===== config.mk =====
export PLATFORM = sky130hd
export DESIGN_NAME = pteg_searcher
export DESIGN_NICKNAME = d
export VERILOG_FILES = /design/src/rtl/pteg_pkg.sv /design/src/rtl/pteg_addr_gen.sv /design/src/rtl/pteg_entry_decode.sv /design/src/rtl/pteg_flag_merge.sv /design/src/rtl/pteg_searcher.sv
export SDC_FILE = /design/constraint.sdc
export NUM_CORES = 1
export LEC_CHECK = 0
export BUFFER_PORTS_ARGS = -buffer_cell sky130_fd_sc_hd__buf_2
export CAP_MARGIN = 0
export CORE_ASPECT_RATIO = 1.2
export CORE_MARGIN = 2
export CORE_UTILIZATION = 30
export DETAILED_ROUTE_END_ITERATION = 12
export HOLD_SLACK_MARGIN = 0.12
export PLACE_DENSITY = 0.63
export SETUP_SLACK_MARGIN = 0.5
export SLEW_MARGIN = 10
export SYNTH_ARGS = -nofsm -noshare
export SYNTH_HDL_FRONTEND = slang
export SYNTH_HIERARCHICAL = 1
export SYNTH_SLANG_ARGS = --single-unit
export TNS_END_PERCENT = 20

===== constraint.sdc =====
create_clock -name clk -period 8.8 [get_ports clk]
set_input_delay 1.32 -clock clk [delete_from_list [all_inputs] [get_ports clk]]
set_output_delay 1.32 -clock clk [all_outputs]
set_load 0.1 [all_outputs]

===== src/rtl/pteg_pkg.sv =====
package pteg_pkg;

  localparam int TAG_W     = 57;
  localparam int TAG32_W   = 30;
  localparam int WORD_W    = 64;
  localparam int SLOTS     = 8;
  localparam int SLOT_W    = $clog2(SLOTS);
  localparam int REF_BIT   = 8;
  localparam int CHG_BIT   = 7;
  localparam int SHIFT_WIDE = 7;
  localparam int SHIFT_NARROW = 6;

  typedef enum logic [2:0] {
    ST_IDLE,
    ST_HDR_REQ,
    ST_HDR_WAIT,
    ST_LOW_REQ,
    ST_LOW_WAIT,
    ST_WRITE,
    ST_FINISH
  } srch_state_t;

  typedef struct packed {
    logic             valid;
    logic             hsel;
    logic             tag_eq;
  } hdr_view_t;

endpackage


===== src/rtl/pteg_addr_gen.sv =====
module pteg_addr_gen
  import pteg_pkg::*;
#(
  parameter int ADDR_W = 32
) (
  input  logic [ADDR_W-1:0] hash,
  input  logic [ADDR_W-1:0] base,
  input  logic [ADDR_W-1:0] mask,
  input  logic              fmt64,
  input  logic [SLOT_W-1:0] slot,
  output logic [ADDR_W-1:0] grp_addr,
  output logic [ADDR_W-1:0] hdr_addr,
  output logic [ADDR_W-1:0] low_addr,
  output logic [ADDR_W-1:0] grp_span
);

  localparam int ENT_WIDE   = 16;
  localparam int ENT_NARROW = 8;

  logic [ADDR_W-1:0] grp_off;
  logic [ADDR_W-1:0] ent_off;
  logic [ADDR_W-1:0] half_off;

  always_comb begin
    if (fmt64) begin
      grp_off  = (hash << SHIFT_WIDE) & mask;
      ent_off  = ADDR_W'(slot) * ADDR_W'(ENT_WIDE);
      half_off = ADDR_W'(ENT_WIDE / 2);
      grp_span = ADDR_W'(ENT_WIDE * SLOTS);
    end else begin
      grp_off  = (hash << SHIFT_NARROW) & mask;
      ent_off  = ADDR_W'(slot) * ADDR_W'(ENT_NARROW);
      half_off = ADDR_W'(ENT_NARROW / 2);
      grp_span = ADDR_W'(ENT_NARROW * SLOTS);
    end
    grp_addr = base + grp_off;
    hdr_addr = grp_addr + ent_off;
    low_addr = hdr_addr + half_off;
  end

endmodule


===== src/rtl/pteg_entry_decode.sv =====
module pteg_entry_decode
  import pteg_pkg::*;
(
  input  logic [WORD_W-1:0] word0,
  input  logic              fmt64,
  input  logic              secondary,
  input  logic [TAG_W-1:0]  cmp_tag,
  output hdr_view_t         view,
  output logic              match
);

  logic [TAG32_W-1:0] tag32;

  always_comb begin
    tag32 = {word0[30:7], word0[5:0]};
    if (fmt64) begin
      view.valid  = word0[0];
      view.hsel   = word0[1];
      view.tag_eq = (word0[63:7] == cmp_tag);
    end else begin
      view.valid  = word0[31];
      view.hsel   = word0[6];
      view.tag_eq = (tag32 == cmp_tag[TAG32_W-1:0]);
    end
    match = view.valid && (view.hsel == secondary) && view.tag_eq;
  end

endmodule


===== src/rtl/pteg_flag_merge.sv =====
module pteg_flag_merge
  import pteg_pkg::*;
(
  input  logic [WORD_W-1:0] raw,
  input  logic              fmt64,
  input  logic              set_ref,
  input  logic              set_chg,
  output logic [WORD_W-1:0] clean,
  output logic [WORD_W-1:0] merged,
  output logic              need_wb
);

  logic [WORD_W-1:0] flags;

  always_comb begin
    flags = '0;
    flags[REF_BIT] = set_ref;
    flags[CHG_BIT] = set_chg;
    clean  = fmt64 ? raw : {32'b0, raw[31:0]};
    merged = clean | flags;
    need_wb = (merged != clean);
  end

endmodule


===== src/rtl/pteg_searcher.sv =====
module pteg_searcher
  import pteg_pkg::*;
#(
  parameter int ADDR_W = 32
) (
  input  logic              clk,
  input  logic              rst_n,
  input  logic              start,
  input  logic [ADDR_W-1:0] hash,
  input  logic [ADDR_W-1:0] tbl_base,
  input  logic [ADDR_W-1:0] tbl_mask,
  input  logic              fmt64,
  input  logic              secondary,
  input  logic [56:0]       cmp_tag,
  input  logic              set_ref,
  input  logic              set_chg,
  output logic              busy,
  output logic              done,
  output logic              hit,
  output logic              slot_valid,
  output logic [2:0]        slot,
  output logic [63:0]       word1,
  output logic              rd_valid,
  input  logic              rd_ready,
  output logic [ADDR_W-1:0] rd_addr,
  output logic              rd_wide,
  input  logic              rsp_valid,
  output logic              rsp_ready,
  input  logic [63:0]       rsp_data,
  output logic              wr_valid,
  input  logic              wr_ready,
  output logic [ADDR_W-1:0] wr_addr,
  output logic              wr_wide,
  output logic [63:0]       wr_data
);

  localparam logic [SLOT_W-1:0] LAST_SLOT = SLOT_W'(SLOTS - 1);

  srch_state_t       state_q;
  logic [ADDR_W-1:0] hash_q, base_q, mask_q;
  logic              fmt_q, sec_q, ref_q, chg_q;
  logic [TAG_W-1:0]  tag_q;
  logic [SLOT_W-1:0] slot_q;
  logic              hit_q, slotv_q;
  logic [WORD_W-1:0] word1_q;
  logic              wb_q;

  logic [ADDR_W-1:0] grp_addr, hdr_addr, low_addr, grp_span;
  hdr_view_t         view;
  logic              ent_match;
  logic [WORD_W-1:0] w1_clean, w1_merged;
  logic              w1_need_wb;

  pteg_addr_gen #(.ADDR_W(ADDR_W)) u_addr (
    .hash     (hash_q),
    .base     (base_q),
    .mask     (mask_q),
    .fmt64    (fmt_q),
    .slot     (slot_q),
    .grp_addr (grp_addr),
    .hdr_addr (hdr_addr),
    .low_addr (low_addr),
    .grp_span (grp_span)
  );

  pteg_entry_decode u_dec (
    .word0     (rsp_data),
    .fmt64     (fmt_q),
    .secondary (sec_q),
    .cmp_tag   (tag_q),
    .view      (view),
    .match     (ent_match)
  );

  pteg_flag_merge u_merge (
    .raw     (rsp_data),
    .fmt64   (fmt_q),
    .set_ref (ref_q),
    .set_chg (chg_q),
    .clean   (w1_clean),
    .merged  (w1_merged),
    .need_wb (w1_need_wb)
  );

  always_ff @(posedge clk or negedge rst_n) begin
    if (!rst_n) begin
      state_q <= ST_IDLE;
      hash_q  <= '0;
      base_q  <= '0;
      mask_q  <= '0;
      fmt_q   <= 1'b0;
      sec_q   <= 1'b0;
      ref_q   <= 1'b0;
      chg_q   <= 1'b0;
      tag_q   <= '0;
      slot_q  <= '0;
      hit_q   <= 1'b0;
      slotv_q <= 1'b0;
      word1_q <= '0;
      wb_q    <= 1'b0;
    end else begin
      unique case (state_q)
        ST_IDLE: begin
          if (start) begin
            hash_q  <= hash;
            base_q  <= tbl_base;
            mask_q  <= tbl_mask;
            fmt_q   <= fmt64;
            sec_q   <= secondary;
            ref_q   <= set_ref;
            chg_q   <= set_chg;
            tag_q   <= cmp_tag;
            slot_q  <= '0;
            hit_q   <= 1'b0;
            slotv_q <= 1'b0;
            word1_q <= '0;
            wb_q    <= 1'b0;
            state_q <= ST_HDR_REQ;
          end
        end
        ST_HDR_REQ: begin
          if (rd_ready) state_q <= ST_HDR_WAIT;
        end
        ST_HDR_WAIT: begin
          if (rsp_valid) begin
            if (ent_match) begin
              state_q <= ST_LOW_REQ;
            end else if (slot_q == LAST_SLOT) begin
              state_q <= ST_FINISH;
            end else begin
              slot_q  <= slot_q + 1'b1;
              state_q <= ST_HDR_REQ;
            end
          end
        end
        ST_LOW_REQ: begin
          if (rd_ready) state_q <= ST_LOW_WAIT;
        end
        ST_LOW_WAIT: begin
          if (rsp_valid) begin
            hit_q   <= 1'b1;
            slotv_q <= 1'b1;
            word1_q <= w1_merged;
            wb_q    <= w1_need_wb;
            state_q <= w1_need_wb ? ST_WRITE : ST_FINISH;
          end
        end
        ST_WRITE: begin
          if (wr_ready) state_q <= ST_FINISH;
        end
        ST_FINISH: begin
          state_q <= ST_IDLE;
        end
        default: state_q <= ST_IDLE;
      endcase
    end
  end

  always_comb begin
    busy      = (state_q != ST_IDLE);
    done      = (state_q == ST_FINISH);
    rd_valid  = (state_q == ST_HDR_REQ) || (state_q == ST_LOW_REQ);
    rd_addr   = (state_q == ST_LOW_REQ) ? low_addr : hdr_addr;
    rd_wide   = fmt_q;
    rsp_ready = (state_q == ST_HDR_WAIT) || (state_q == ST_LOW_WAIT);
    wr_valid  = (state_q == ST_WRITE);
    wr_addr   = low_addr;
    wr_wide   = fmt_q;
    wr_data   = word1_q;
    hit       = hit_q;
    slot_valid = slotv_q;
    slot      = slot_q;
    word1     = word1_q;
  end

  // a stalled read keeps its request and address
  p_rd_hold_r8: assert property (@(posedge clk) disable iff (!rst_n)
    rd_valid && !rd_ready |=> rd_valid && $stable(rd_addr));

  // a stalled write keeps its request, address and data
  p_wr_hold_r8: assert property (@(posedge clk) disable iff (!rst_n)
    wr_valid && !wr_ready |=> wr_valid && $stable(wr_addr) && $stable(wr_data));

  // done lasts a single cycle
  p_done_pulse_r9: assert property (@(posedge clk) disable iff (!rst_n)
    done |=> !done);

  // every read targets the current group
  p_rd_in_group_r1: assert property (@(posedge clk) disable iff (!rst_n)
    rd_valid |-> ((rd_addr - grp_addr) < grp_span));

  // a write-back follows only a hit that changed the second word
  p_wr_after_hit_r7: assert property (@(posedge clk) disable iff (!rst_n)
    wr_valid |-> hit && slot_valid && wb_q);

  // a miss leaves no slot behind
  p_miss_noslot_r6: assert property (@(posedge clk) disable iff (!rst_n)
    done && !hit |-> !slot_valid && (word1 == '0));

  // moving to the second word needs a valid header whose select bit agrees
  p_match_fields_r4: assert property (@(posedge clk) disable iff (!rst_n)
    (state_q == ST_HDR_WAIT) && rsp_valid && ent_match |-> view.valid && (view.hsel == sec_q));

  // a new search starts only from idle
  p_busy_after_start_r9: assert property (@(posedge clk) disable iff (!rst_n)
    start && !busy |=> busy);

endmodule


* Word level (Yosys, flattened, before mapping)
Index checks and enable logic that the tools add are counted.
** Operators by class
- Equality and inequality tests :: 19
- Reductions and logical operators :: 12
- Bitwise gates (word level) :: 3
- Add/subtract/negate cells :: 4
- Multiplexer cells :: 27
** Operator list (count)
- 64-bit 2-to-1 mux :: 3
- 64-bit one-hot mux with 2 select lines :: 1
- 32-bit bitwise AND :: 2
- 32-bit 2-to-1 mux :: 2
- 64-bit != test :: 1
- 64-bit by 9-bit OR with 64-bit output :: 1
- 57-bit equality test :: 1
- 3-bit 2-to-1 mux :: 13
- 32-bit adder :: 1
- 32-bit by 4-bit adder with 32-bit output :: 1
- 32-bit by 7-bit adder with 32-bit output :: 1
- 30-bit equality test :: 1
- 3-bit one-hot mux with 6 select lines :: 1
- 2-bit != test, second input constant :: 7
- 3-bit equality test, second input constant :: 4
- 7-bit 2-to-1 mux :: 1
- 3-bit by 2-bit equality test with 1-bit output, second input constant :: 2
- 3-bit one-hot mux with 2 select lines :: 1
- 6-bit AND reduction :: 1
- 5-bit AND reduction :: 1
- 4-bit 2-to-1 mux :: 1
- 2-bit nonzero test :: 2
- 3-bit by 1-bit adder with 3-bit output, second input constant :: 1
- 3-bit by 1-bit equality test with 1-bit output, second input constant :: 1
- other kinds (11) :: 14
** Storage, ports and cells
- Flip-flop bits (word level) :: 222

* Longest topological paths before layout
Gate-level depths: netlist (run 1).
- Depth after elaboration :: 8
- Gate-level depth with buffers :: 22
- Depth with buffers taken out :: 19

* Cells and area by module
The synthesis (run 1) kept the hierarchy.
** By module, submodules not included
- pteg_searcher :: cells an instance 767, area each 9794.4 µm², instances 1
- pteg_addr_gen :: cells an instance 517, area each 3852.4 µm², instances 1
- pteg_entry_decode :: cells an instance 128, area each 1009.7 µm², instances 1
- pteg_flag_merge :: cells an instance 134, area each 987.2 µm², instances 1

* Worst setup path before layout (run 1)
No wires, ideal clock.
- Kind :: reg-to-output
- Start :: register fmt_q (netlist: rd_wide)
- End :: output port rd_addr[30]
- Cell stages (with the launch flop) :: 18
- Data required time :: 7480 ps
- Path buffers :: 3
- Setup slack :: -131 ps
- Data arrival time :: 7611 ps
- Path through :: dfrtp_1 > clkbuf_1 > buf_1 > buf_1 > mux2_2 > fa_1 > a21o_1 > a21oi_1 > nor3_1 > and3_2 > xnor2_1 > and3_1 > and4_4 > nand4_4 > or3b_4 > nor4b_4 > xor2_1 > mux2_2
** On the way
- Word-level cells in the longest chain between the ends :: 5
** Ends and longest elaborated chain
- from (decl) :: RTL line pteg_searcher.sv:41 : logic fmt_q, sec_q, ref_q, chg_q;
- from (signal assigned) :: RTL line pteg_searcher.sv:108 : fmt_q <= fmt64;
- 32-bit 2-to-1 mux :: RTL line pteg_addr_gen.sv:25 : if (fmt64) begin
- 32-bit adder :: RTL line pteg_addr_gen.sv:36 : grp_addr = base + grp_off;
- 32-bit by 7-bit adder with 32-bit output (*) :: RTL line pteg_addr_gen.sv:37 : hdr_addr = grp_addr + ent_off;
- named net hdr_addr[11] :: RTL line pteg_searcher.sv:48 : logic [ADDR_W-1:0] grp_addr, hdr_addr, low_addr, grp_span;
- 32-bit by 4-bit adder with 32-bit output (*) :: RTL line pteg_addr_gen.sv:38 : low_addr = hdr_addr + half_off;
- named net wr_addr[30] :: RTL line pteg_searcher.sv:32 : output logic [ADDR_W-1:0] wr_addr,
- 32-bit 2-to-1 mux (*) :: RTL line pteg_searcher.sv:163 : rd_addr = (state_q == ST_LOW_REQ) ? low_addr : hdr_addr;
- to (decl) :: RTL line pteg_searcher.sv:25 : output logic [ADDR_W-1:0] rd_addr,
Mark *: on every way through the listed nets, which the timed path passes. The rest lies on a longest branch.

* Worst setup path after layout (run 1)
- Start :: register fmt_q (netlist: rd_wide)
- End :: output port rd_addr[30]
** On the way
- Word-level cells in the longest chain between the ends :: 5
** Ends and longest elaborated chain (RTL line)
- 32-bit 2-to-1 mux :: pteg_addr_gen.sv:25
- 32-bit adder :: pteg_addr_gen.sv:36
- 32-bit by 7-bit adder with 32-bit output :: pteg_addr_gen.sv:37
- 32-bit by 4-bit adder with 32-bit output :: pteg_addr_gen.sv:38
- 32-bit 2-to-1 mux (*) :: pteg_searcher.sv:163
Every way passes the cells marked *; elsewhere a longest branch is shown, timed or not.

==> results of run 1 <==
[routing by layer]
layer / vias up / share of wire / GRT usage
met4: 2 / 0.038 / 0.0655
met5: - / 0.00030 / 0
met2: 347 / 0.52 / 0.308
met1: 5453 / 0.39 / 0.186
met3: 83 / 0.058 / 0.0332
li1: 5393 / - / -
[through the flow]
stage	worst slack [ns]	cells	cell area [um^2]	util	hold slack, ns
floorplan	0.0270	1452	14700	-	0.456
global placement	2.19	2316	16300	0.338	0.468
detailed placement	2.15	2316	16300	0.338	0.474
CTS	1.53	2361	17100	0.355	0.488
global route	1.23	2363	17100	0.355	0.498
finish	1.59	2363	17100	0.355	0.484
[sequential cells by signal, summed over array words and instances (netlist names), 3 cells and up]
name / cells
base_q: 32
hash_q: 26
mask_q: 26
slot: 3
state_q: 3
tag_q: 57
word1: 64
[layout make-up]
class	instances	area, um^2
fillers	4923	31100
multi-input cells	1005	7780
diodes	2	5.00
well taps	630	788
flip-flops and latches	216	5410
repair buffers	426	2160
inverters	39	146
clock inverters	12	128
clock buffers	33	706
[worst max path at each step]
stage                        from     endpoint  slack (ns)  cells past startpoint
after floorplan           rd_wide  rd_addr[28]        0.03                     19
after global placement    rd_wide  rd_addr[30]        2.19                     18
after detailed placement  rd_wide  rd_addr[30]        2.15                     18
after CTS                 rd_wide  rd_addr[30]        1.53                     18
after global routing      rd_wide  rd_addr[31]        1.23                     20
final                     rd_wide  rd_addr[30]        1.59                     18
[critical path, cell delays in order, from the launching register on]
cell and delay [ns]:
dfrtp_4 0.71, inv_1 0.20, and3_1 0.18, ha_1 0.21
inv_1 0.07, fa_1 0.39, nand2b_1 0.21, a21boi_2 0.35
o311ai_1 0.23, nor3_4 0.33, nand4_4 0.21, or3_1 0.37
a21oi_2 0.23, nand4_4 0.14, or3b_4 0.44, nor4b_4 0.26
xor2_2 0.17, mux2_2 0.16, buf_2 0.42
==> flow_metrics.env, run 1 <==
export IMPL_cts_tree="yes"
export IMPL_setup_tns_ns=0
export IMPL_die_h_um=246
export IMPL_coreArea_mm2=0.0482
export IMPL_grt_pass1_wl_mm=65.3
export IMPL_cts_root_buf="clkbuf_16"
export IMPL_layout_drive_gt1_share=0.371
export IMPL_fin_crit_ns=7.21
export IMPL_cts_made_buffers=25
export IMPL_yosysWarnings=6
export IMPL_cts_hold_buf=0
export IMPL_start_util=0.305
export IMPL_syn_mean_instance_area_um2=10.1
export IMPL_rsz0062_at_grt="no"
export IMPL_vias=11300
export IMPL_numClockSinks=216
export IMPL_cts_max_path_buffers=3
export IMPL_r2r_end="slot[0]"
export IMPL_relSlewSlack=0.364
export IMPL_die_w_um=206
export IMPL_antenna_left=0
export IMPL_tightest_slew_ns=0.954
export IMPL_htree_levels=1
export IMPL_antenna_found_initial=4
export IMPL_worst_ep_arrival_time_ns=5.89
export IMPL_drt_iter0_drc=470
export IMPL_dp_hpwl_mm=34.1
export IMPL_critPathMaxFanout=35
export IMPL_synth_nets=1715
export IMPL_outcome="finished, final reports clean"
export IMPL_finalNetCount=1976
export IMPL_rows=88
export IMPL_final_common_cell="buf_2"
export IMPL_hold_end="mask_q[22]"
export IMPL_track_usage=0.167
export IMPL_startpoint_type="flop"
export IMPL_synth_cells=1452
export IMPL_grt_max_degree=95
export IMPL_gr_total_overflow=0
export IMPL_clkSlewWorstSetupHoldPaths_ns=0.06
export IMPL_reg2regPathDepth=10
export IMPL_drcViolationCount=0
export IMPL_whs_path_depth=1
export IMPL_drv_slew=0
export IMPL_r2r_start="rd_wide"
export IMPL_ios=431
export IMPL_wl_mm=43.6
export IMPL_netlist_area_mm2=0.0147
export IMPL_hp_class="flop to flop"
export IMPL_die_area_mm2=0.0507
export IMPL_post_cts_buffers=0
export IMPL_hp_start="mask_q[22]"
export IMPL_gp_congestion=0.869
export IMPL_fin_skew_ns=0.0116
export IMPL_hold_viol_final=0
export IMPL_clock_latency_ns=0.53
export IMPL_viasPerCell=4.77
export IMPL_fmax_ghz=0.139
export IMPL_layout_common_cells="buf_2, dfrtp_1, nand2_1"
export IMPL_post_cts_resized=0
export IMPL_worst_setup_path_type="flop to primary output"
export IMPL_wire_per_inst_um=18.4
export IMPL_areaGrowthSynthToFinish_pct=16.6
export IMPL_period_share=0.820
export IMPL_finalSetupViolations=0
export IMPL_crit_required_ns=7.48
export IMPL_firstDrtPassIters=4
export IMPL_rrSetupSlack_ns=4.71
export IMPL_portBuffers=418
export IMPL_grt_pass1_vias=11600
export IMPL_cap_violations=0
export IMPL_setup_worst_path_end_class="primary output"
Power of run 1 is not shown: default switching activity piles up to over one toggle a cycle in this logic, so the estimate is an artifact.
==> run 2: changes to the inputs <==
--- a/config.mk
+++ b/config.mk
@@ -5,6 +5,7 @@
 export SDC_FILE = /design/constraint.sdc
 export NUM_CORES = 1
 export LEC_CHECK = 0
+export ABC_AREA = 1
 export BUFFER_PORTS_ARGS = -buffer_cell sky130_fd_sc_hd__buf_2
 export CAP_MARGIN = 0
 export CORE_ASPECT_RATIO = 1.2
@@ -12,7 +13,7 @@
 export CORE_UTILIZATION = 30
 export DETAILED_ROUTE_END_ITERATION = 12
 export HOLD_SLACK_MARGIN = 0.12
-export PLACE_DENSITY = 0.63
+export PLACE_DENSITY = 0.64
 export SETUP_SLACK_MARGIN = 0.5
 export SLEW_MARGIN = 10
 export SYNTH_ARGS = -nofsm -noshare
==> constraint.sdc (replaced) <==
create_clock -name clk -period 6.5 [get_ports clk]
set_input_delay 0.975 -clock clk [delete_from_list [all_inputs] [get_ports clk]]
set_output_delay 0.975 -clock clk [all_outputs]
set_load 0.1 [all_outputs]
==> run 2 against run 1 <==
Critical endpoint unchanged. Sequential share of layout area is 4.0 points lower. Register-to-register slack lost 0.91 ns. Final cell count rose by 47%. Highest routed layer unchanged. Routed wire length increased by 27%. Utilization up 1.1 points. Synthesized area increased by 11%.
==> flow_metrics.env, run 2 <==
export IMPL_worst_ep_arrival_time_ns=4.69
export IMPL_cts_max_path_buffers=3
export IMPL_cts_tree="yes"
export IMPL_tightest_slew_ns=0.983
export IMPL_cap_violations=0
export IMPL_outcome="finished, final reports clean"
export IMPL_coreArea_mm2=0.0536
export IMPL_fin_crit_ns=5.67
export IMPL_dp_hpwl_mm=43.7
export IMPL_track_usage=0.191
export IMPL_hold_viol_final=0
export IMPL_gr_total_overflow=0
export IMPL_final_common_cell="nand2_1"
export IMPL_finalSetupViolations=0
export IMPL_critPathMostFrequentCell="nand2_1"
export IMPL_antenna_left=0
export IMPL_drcViolationCount=0
export IMPL_gp_congestion=0.925
export IMPL_startpoint_type="flop"
export IMPL_areaGrowthSynthToFinish_pct=20.6
export IMPL_synth_cells=2492
export IMPL_viasPerCell=4.51
export IMPL_numClockSinks=216
export IMPL_antenna_found_initial=19
export IMPL_crit_required_ns=5.52
export IMPL_netlist_area_mm2=0.0163
export IMPL_cts_root_buf="clkbuf_16"
export IMPL_syn_mean_instance_area_um2=6.53
export IMPL_drt_iter0_drc=796
export IMPL_fin_skew_ns=0.0117
export IMPL_worst_setup_path_type="flop to primary output"
export IMPL_grt_pass1_vias=15100
export IMPL_grt_pass1_wl_mm=83.9
export IMPL_grt_max_degree=99
export IMPL_drv_slew=0
export IMPL_firstDrtPassIters=5
export IMPL_wire_per_inst_um=15.9
export IMPL_die_w_um=217
export IMPL_die_area_mm2=0.0561
export IMPL_layout_drive_gt1_share=0.244
export IMPL_yosysWarnings=6
export IMPL_largest_reg_flops=64
export IMPL_critPathMaxStageDelay_ns=0.57
export IMPL_slowest_stage="dfrtp_4"
export IMPL_vias=15700
export IMPL_start_util=0.303
export IMPL_setup_worst_path_end_class="primary output"
export IMPL_cts_made_buffers=23
export IMPL_hp_class="input port to asynchronous set/reset pin"
export IMPL_rsz0062_at_grt="yes"
export IMPL_wl_mm=55.5
export IMPL_portBuffers=418
export IMPL_path_delay_family="simple AND/OR/NAND/NOR gates"
export IMPL_setup_tns_ns=0
export IMPL_htree_levels=1
export IMPL_period_share=0.872
export IMPL_fillers=5876
export IMPL_die_h_um=259
export IMPL_finalNetCount=3009
export IMPL_layout_common_cells="nand2_1, buf_2, inv_1"
export IMPL_synth_nets=2755
export IMPL_cp_buffers_inverters=6
export IMPL_fmax_ghz=0.176
export IMPL_clock_latency_ns=0.53
export IMPL_cts_hold_buf=0
export IMPL_ios=431
export IMPL_relSlewSlack=0.344
export IMPL_clkSlewWorstSetupHoldPaths_ns=0.06
export IMPL_rows=93
export IMPL_critPathMaxFanout=11
==> run 2: cell types whose count changed in the layout (fill, tap and decap cells not counted), moves of 43 or more <==
| cell | delta |
|---|---|
| xor2_1 | -58 |
| nand3_1 | +195 |
| mux2_1 | -100 |
| nand2_1 | +890 |
| xnor2_1 | -57 |
| mux2_2 | -43 |
| nor2_1 | +71 |
| o21ai_0 | -55 |
| inv_1 | +268 |
==> run 2: what timing repair did <==
action,in CTS,in global routing
gates resized for setup,8,69
endpoints found under the setup margin,20,15
hold endpoints to repair,0,0
buffers inserted,4,3
pin swaps,1,13
==> run 2: cell type report <==
type	count	area (um^2)	share of cell area
diodes	6	15.0	0.000765
well taps	712	891	0.0454
multi-input cells	1732	8590	0.438
flip-flops and latches	216	5410	0.276
repair buffers	439	2670	0.136
clock buffers	33	653	0.0333
inverters	334	1270	0.0646
clock inverters	8	129	0.00657
==> run 2: worst register-to-register path: stages (launching register included) <==
cell and delay (ns):
dfrtp_1 0.50, nor2_4 0.21, nand3_4 0.07, buf_4 0.33
inv_4 0.76, buf_4 0.55, nand2_1 0.15, nand2_1 0.08
==> run 2: worst paths after layout <==
check                           startpoint          end  slack [ns]  cells past startpoint
worst max-delay path               rd_wide  rd_addr[30]        0.83                     25
worst min-delay path                 rst_n     tag_q[6]        0.48                      1
worst max register to register  state_q[0]   base_q[27]        3.80                      7
worst min register to register  mask_q[17]   mask_q[17]        0.48                      2
max in group asynchronous            rst_n      rd_wide        4.61                      2
min in group clk                mask_q[17]   mask_q[17]        0.48                      2
==> run 2: metal layers <==
metal,GRT usage,vias to the layer above,wire [um]
li1,-,8022,-
met1,0.219,7130,21900
met2,0.357,410,28400
met3,0.0337,105,3100
met4,0.0616,26,1850
met5,0,-,140
==> run 2: stage by stage <==
step	setup WS, ns	std cells	hold WS [ns]	area [um^2]	utilization
floorplan	0.375	2492	0.449	16400	-
global placement	0.618	3426	0.463	18500	0.344
detailed placement	0.595	3426	0.465	18500	0.344
CTS	0.527	3471	0.483	19300	0.360
global route	0.482	3478	0.498	19600	0.366
finish	0.834	3480	0.481	19600	0.366
Power of run 2 is left out for the same reason.
